--- config.mk ---
export PLATFORM = sky130hd
export DESIGN_NAME = shrink_bitgen
export DESIGN_NICKNAME = d
export VERILOG_FILES = /design/src/rtl/sg_pkg.sv /design/src/rtl/sg_lfsr.sv /design/src/rtl/sg_collect.sv /design/src/rtl/shrink_bitgen.sv
export SDC_FILE = /design/constraint.sdc
export NUM_CORES = 1
export LEC_CHECK = 0
export ABC_AREA = 0
export BUFFER_PORTS_ARGS = -buffer_cell sky130_fd_sc_hd__buf_2
export CELL_PAD_IN_SITES_DETAIL_PLACEMENT = 2
export CELL_PAD_IN_SITES_GLOBAL_PLACEMENT = 2
export CORE_UTILIZATION = 33
export DETAILED_ROUTE_END_ITERATION = 16
export GPL_ROUTABILITY_DRIVEN = 0
export GPL_TIMING_DRIVEN = 0
export PLACE_DENSITY_LB_ADDON = 0.2
export SETUP_SLACK_MARGIN = 0.2
export SKIP_LAST_GASP = 1
export SLEW_MARGIN = 0
export SYNTH_ARGS = -nofsm -noshare
export SYNTH_HDL_FRONTEND = slang
export SYNTH_SLANG_ARGS = --single-unit
--- constraint.sdc ---
create_clock -name clk_i -period 1.7 [get_ports clk_i]
set_input_delay 0.255 -clock clk_i [delete_from_list [all_inputs] [get_ports clk_i]]
set_output_delay 0.255 -clock clk_i [all_outputs]
set_load 0.005 [all_outputs]
--- src/rtl/sg_pkg.sv ---
package sg_pkg;
  typedef enum logic [0:0] {
    SG_IDLE = 1'b0,
    SG_RUN  = 1'b1
  } sg_run_e;
endpackage

--- src/rtl/sg_lfsr.sv ---
module sg_lfsr #(
  parameter int          W        = 8,
  parameter logic [W-1:0] TAPS    = 8'hB8,
  parameter logic [W-1:0] FALLBACK = 1
) (
  input  logic         clk_i,
  input  logic         rst_ni,
  input  logic         load_i,
  input  logic [W-1:0] load_val_i,
  input  logic         step_i,
  output logic         msb_o
);
  logic [W-1:0] state_q, state_d;
  logic [W-1:0] tapped;
  logic         fb;

  for (genvar i = 0; i < W; i++) begin : g_tap
    assign tapped[i] = TAPS[i] & state_q[i];
  end
  assign fb = ^tapped;

  always_comb begin
    state_d = state_q;
    if (load_i)      state_d = (load_val_i == '0) ? FALLBACK : load_val_i;
    else if (step_i) state_d = {state_q[W-2:0], fb};
  end

  always_ff @(posedge clk_i or negedge rst_ni) begin
    if (!rst_ni) state_q <= FALLBACK;
    else         state_q <= state_d;
  end

  assign msb_o = state_q[W-1];

  AST_LFSR_NONZERO: assert property (@(posedge clk_i) disable iff (!rst_ni)
    state_q != '0);
  AST_LFSR_HOLD: assert property (@(posedge clk_i) disable iff (!rst_ni)
    !load_i && !step_i |=> $stable(state_q));
endmodule

--- src/rtl/sg_collect.sv ---
module sg_collect
  import sg_pkg::*;
#(
  parameter int DAT_W     = 31,
  parameter int BURST     = 600,
  parameter int MASK_BITS = 120,
  localparam int CNT_W    = $clog2(BURST + 1),
  localparam int SEL_BITS = BURST - MASK_BITS
) (
  input  logic             clk_i,
  input  logic             rst_ni,
  input  logic             init_i,
  input  logic             step_i,
  input  logic             sel_bit_i,
  input  logic             dat_bit_i,
  output logic             running_o,
  output logic             bit_o,
  output logic             bit_vld_o,
  output logic             mask_phase_o,
  output logic [DAT_W-1:0] hold_o,
  output logic [CNT_W-1:0] cnt_o,
  output logic             done_o
);
  sg_run_e          run_q;
  logic [CNT_W-1:0] cnt_q;
  logic [DAT_W-1:0] hold_q;
  logic             bit_q, vld_q, mask_q, done_q;
  logic             keep;

  assign keep = step_i & sel_bit_i;

  always_ff @(posedge clk_i or negedge rst_ni) begin
    if (!rst_ni) begin
      run_q  <= SG_IDLE;
      cnt_q  <= '0;
      hold_q <= '0;
      bit_q  <= 1'b0;
      vld_q  <= 1'b0;
      mask_q <= 1'b0;
      done_q <= 1'b0;
    end else if (init_i) begin
      run_q  <= SG_RUN;
      cnt_q  <= '0;
      hold_q <= '0;
      bit_q  <= 1'b0;
      vld_q  <= 1'b0;
      mask_q <= 1'b0;
      done_q <= 1'b0;
    end else begin
      vld_q  <= 1'b0;
      done_q <= 1'b0;
      if (keep) begin
        bit_q  <= dat_bit_i;
        vld_q  <= 1'b1;
        hold_q <= {hold_q[DAT_W-2:0], dat_bit_i};
        cnt_q  <= cnt_q + 1'b1;
        mask_q <= (cnt_q >= CNT_W'(SEL_BITS));
        if (cnt_q == CNT_W'(BURST - 1)) begin
          done_q <= 1'b1;
          run_q  <= SG_IDLE;
        end
      end
    end
  end

  assign running_o    = (run_q == SG_RUN);
  assign bit_o        = bit_q;
  assign bit_vld_o    = vld_q;
  assign mask_phase_o = mask_q;
  assign hold_o       = hold_q;
  assign cnt_o        = cnt_q;
  assign done_o       = done_q;

  AST_CNT_BOUND: assert property (@(posedge clk_i) disable iff (!rst_ni)
    cnt_q <= CNT_W'(BURST));
  AST_DONE_PULSE: assert property (@(posedge clk_i) disable iff (!rst_ni)
    done_q |=> !done_q);
  AST_DONE_AT_BURST: assert property (@(posedge clk_i) disable iff (!rst_ni)
    done_q |-> (cnt_q == CNT_W'(BURST)) && vld_q);
  AST_IDLE_NO_VLD: assert property (@(posedge clk_i) disable iff (!rst_ni)
    (run_q == SG_IDLE) && !init_i |=> !vld_q);
  AST_MASK_INDEX: assert property (@(posedge clk_i) disable iff (!rst_ni)
    vld_q && mask_q |-> cnt_q > CNT_W'(SEL_BITS));
endmodule

--- src/rtl/shrink_bitgen.sv ---
module shrink_bitgen #(
  parameter int               SEL_W     = 7,
  parameter int               DAT_W     = 31,
  parameter logic [SEL_W-1:0] SEL_TAPS  = 7'h60,
  parameter logic [DAT_W-1:0] DAT_TAPS  = 31'h4800_0000,
  parameter int               BURST     = 600,
  parameter int               MASK_BITS = 120,
  localparam int              CNT_W     = $clog2(BURST + 1)
) (
  input  logic             clk_i,
  input  logic             rst_ni,
  input  logic             init_i,
  input  logic             en_i,
  input  logic [DAT_W-1:0] seed_i,
  output logic             bit_o,
  output logic             bit_vld_o,
  output logic             mask_phase_o,
  output logic [DAT_W-1:0] hold_o,
  output logic [CNT_W-1:0] kept_cnt_o,
  output logic             done_o
);
  logic running, step, sel_bit, dat_bit;

  assign step = en_i & running & ~init_i;

  sg_lfsr #(.W(SEL_W), .TAPS(SEL_TAPS), .FALLBACK(SEL_W'(1))) u_sel (
    .clk_i, .rst_ni,
    .load_i(init_i), .load_val_i(SEL_TAPS), .step_i(step), .msb_o(sel_bit)
  );

  sg_lfsr #(.W(DAT_W), .TAPS(DAT_TAPS), .FALLBACK(DAT_W'(1))) u_dat (
    .clk_i, .rst_ni,
    .load_i(init_i), .load_val_i(seed_i), .step_i(step), .msb_o(dat_bit)
  );

  sg_collect #(.DAT_W(DAT_W), .BURST(BURST), .MASK_BITS(MASK_BITS)) u_col (
    .clk_i, .rst_ni,
    .init_i, .step_i(step), .sel_bit_i(sel_bit), .dat_bit_i(dat_bit),
    .running_o(running), .bit_o, .bit_vld_o, .mask_phase_o,
    .hold_o, .cnt_o(kept_cnt_o), .done_o
  );

  AST_VLD_NEEDS_SEL: assert property (@(posedge clk_i) disable iff (!rst_ni)
    bit_vld_o |-> $past(step && sel_bit));
  AST_DROP_NO_VLD: assert property (@(posedge clk_i) disable iff (!rst_ni)
    step && !sel_bit |=> !bit_vld_o);
  AST_EN_LOW_HOLD: assert property (@(posedge clk_i) disable iff (!rst_ni)
    !en_i && !init_i |=> $stable(hold_o) && $stable(kept_cnt_o) && !bit_vld_o);
  AST_INIT_CLEARS: assert property (@(posedge clk_i) disable iff (!rst_ni)
    init_i |=> kept_cnt_o == '0 && hold_o == '0);
endmodule

==> flow_summary.yaml <==
worst_setup_path:
  path_common_cell: "buf_6"
  crit_family: "flip-flops"
  cp_slowest_cell: "dfrtp_1"
  critPathRequiredTime_ns: 1.93
  cp.depth: 5
  r2r-start: "u_col.running_o"
  start_kind: "flop"
  worstSetupEndpoint: "u_dat.state_q[17]"
  worst_r2r_path_depth: 5
  cp-startpoint: "u_col.running_o"
  reg2reg_to: "u_dat.state_q[17]"
  crit_type: "flop to flop"
  max_stage_delay_ns: 0.43
  r2r_slack_ns: 0.27
  crit_arrival_ns: 1.66
  crit_path_end_kind: "flop"
  path_cells: "and2_4, buf_6, buf_6, mux2i_1, o21ai_0"
  crit_buf_inv: 2
  cp_max_fo: 10
cells_and_area:
  nets: 508
  utilization: 0.415
  layout-drive-gt1-share: 0.238
  synthToLayoutAreaGrowth_pct: 22.3
  layout.cells.non_filler: 615
  n_antenna_cell: 0
  fillers: 1226
clocking:
  cts.clk_slew.worst_paths_ns: 0.08
  cts_setup_buffers: 0
  insertion_delay_ns: 0.36
  clock-sinks: 83
  numCtsBuffers: 9
  htree_num_levels: 3
  cts_root_buffer: "clkbuf_8"
  cts_buffer_depth: 2
  cts_tree: "built"
global_route:
  antenna_found_initial: 0
  grt.total_usage: 0.186
  grt_max_degree: 54
  grt_pass1_vias: 3341
  grt_pass1_wl_um: 16700
  grt_overflow: 0
die:
  dieArea_sq_um: 11600
  fp-row-count: 38
  ios: 80
  die_x_um: 108
  start_util: 0.339
  core_area_sq_um: 10800
  die_y_um: 108
yosys:
  ys_seq_area_frac: 0.565
  syn_area_per_cell_sq_um: 9.71
  syn_inst: 379
  synthTopCellsByArea: "dfrtp_1 (55%), nand2_1 (11%), mux2i_1 (8.2%)"
  synth-edff-count: 0
  synth_top_area_share: 0.551
  synth.most_common_cell: "nand2_1"
  synth_commonest_cells: "nand2_1 (111), dfrtp_1 (81), a21oi_1 (37)"
  ys_types: 31
  synth_top_area_cell: "dfrtp_1"
  synth-main-ff-cell: "dfrtp_1"
  ys_async_sr_fraction: 1.00
  ys_warn_count: 0
  ys_seq_elements: 83
  syn_nets: 416
  netlist_area_sq_um: 3680
power:
  finalPower_mw: 4.02
  power.density_nw_per_um2: 893
  power.leakage_nw: 2.19
  ir_drop_v: 0.000383
detailed_routing:
  viasPerCell: 4.98
  vias: 3060
  dr.pass1.iters: 4
  remaining_drc_errors: 0
  drt_iter0_markers: 91
  drtAntennaViolNets: 0
  drt-wirelength-per-cell_um: 16.1
  wirelength_um: 9910
sta:
  rsz0062_at_grt: "yes"
  drv_slew: 0
  min_period_ns: 1.43
  maxSlewHeadroom: 0.637
  min_period_over_period: 0.839
  timing.hold.ws_ns: 0.119
  fin_skew_ns: 0.00784
  tightest_slew_ns: 0.544
  finalHoldViolCount: 0
  setup_viol: 0
  clock.fmax_mhz: 701
placed_design:
  dp_cells: 599
  dp_hpwl_um: 7190
  portBuffers: 79
outcome:
  status: "complete, no violations"
run:
  drv_cap: 0
worst_hold_path:
  hold_path.class: "input pin to flop"
## how the worst min path moves through the flow
stage               cells after the start              from                 to  slack, ns
floorplan                               0            rst_ni    u_col.bit_vld_o      -0.04
finish                                  3        seed_i[25]  u_dat.state_q[25]       0.12
global placement                        2  u_sel.state_q[4]   u_sel.state_q[5]       0.48
detailed placement                      1            rst_ni     u_col.cnt_o[8]       0.23
CTS                                     3        seed_i[24]  u_dat.state_q[24]       0.11
global route                            3        seed_i[25]  u_dat.state_q[25]       0.12
## flip-flops by register name (all words and copies together), names as in the netlist
| signal | flops |
|---|---|
| u_col.bit_vld_o | 1 |
| u_col.cnt_o | 10 |
| u_col.done_o | 1 |
| u_col.hold_o | 31 |
| u_col.mask_phase_o | 1 |
| u_col.running_o | 1 |
| u_dat.state_q | 31 |
| u_sel.state_q | 7 |
## metrics by stage
| step | setup TNS [ns] | worst slack [ns] | area (sq um) |
|---|---|---|---|
| 2_1_floorplan | 0 | 0.458 | 3680 |
| 3_3_place_gp | -29.38 | -0.367 | 4250 |
| 3_5_place_dp | 0 | 0.0696 | 4280 |
| 4_1_cts | 0 | 0.214 | 4490 |
| 5_1_grt | 0 | 0.186 | 4500 |
| 6_report | 0 | 0.274 | 4500 |
## layout by cell type, fill, tap and decap left out, types with 6 or more instances in the layout
master	count
a21oi_1	37
buf_2	84
dfrtp_1	80
o21ai_0	28
mux2i_1	30
clkbuf_1	14
nor2_1	12
nor4_1	6
clkbuf_8	11
xor2_1	8
nand2_1	110
## report_power, final
group	switching [mW]	internal, mW
Combinational	0.255	0.164
Clock	0.716	0.752
Sequential	0.0634	2.07
## layout make-up
cell class / count / area [sq um] / area share
flip-flops and latches: 83 / 2080 / 0.462
clock buffers: 13 / 159 / 0.0353
repair buffers: 81 / 435 / 0.0968
multi-input cells: 267 / 1460 / 0.325
inverters: 4 / 15.0 / 0.00334
clock inverters: 2 / 35.0 / 0.00779
plain buffers: 25 / 139 / 0.0309
well taps: 140 / 175 / 0.0389
## worst register-to-register path, delay by kind of cell (launching register included)
kind / cells / cell delay [ns]
AOI/OAI and AO/OA: 1 / 0.10
buffers and inverters: 2 / 0.37
DFF: 1 / 0.43
muxes: 1 / 0.21
and+or+nand+nor: 1 / 0.20
## kinds of logic (layout without fill, tap and decap cells)
family	count (synthesis)	in the layout	share of synthesized area
AO/OA/AOI/OAI	71	71	0.0989
XOR/XNOR	10	10	0.0238
adder cells (fa/ha/maj)	2	2	0.00680
buffers and inverters	29	125	0.0394
flip-flops	83	83	0.565
multiplexers	30	30	0.0816
AND/OR/NAND/NOR	154	154	0.184
## layer usage
metal	up-vias	part of all wire	track usage
li1	1458	-	-
met1	1534	0.45	0.235
met2	55	0.51	0.319
met3	13	0.032	0.0345
met4	0	0.013	0.0616
met5	-	0	0
## repair_timing
| action | 4_1_cts | 5_1_grt |
|---|---|---|
| hold buffers | 1 | 0 |
| gates resized for setup | 2 | 4 |
| hold endpoints to repair | 29 | 0 |
| setup endpoints to repair | 28 | 27 |
No activity file was read; power rests on OpenSTA's default activity.
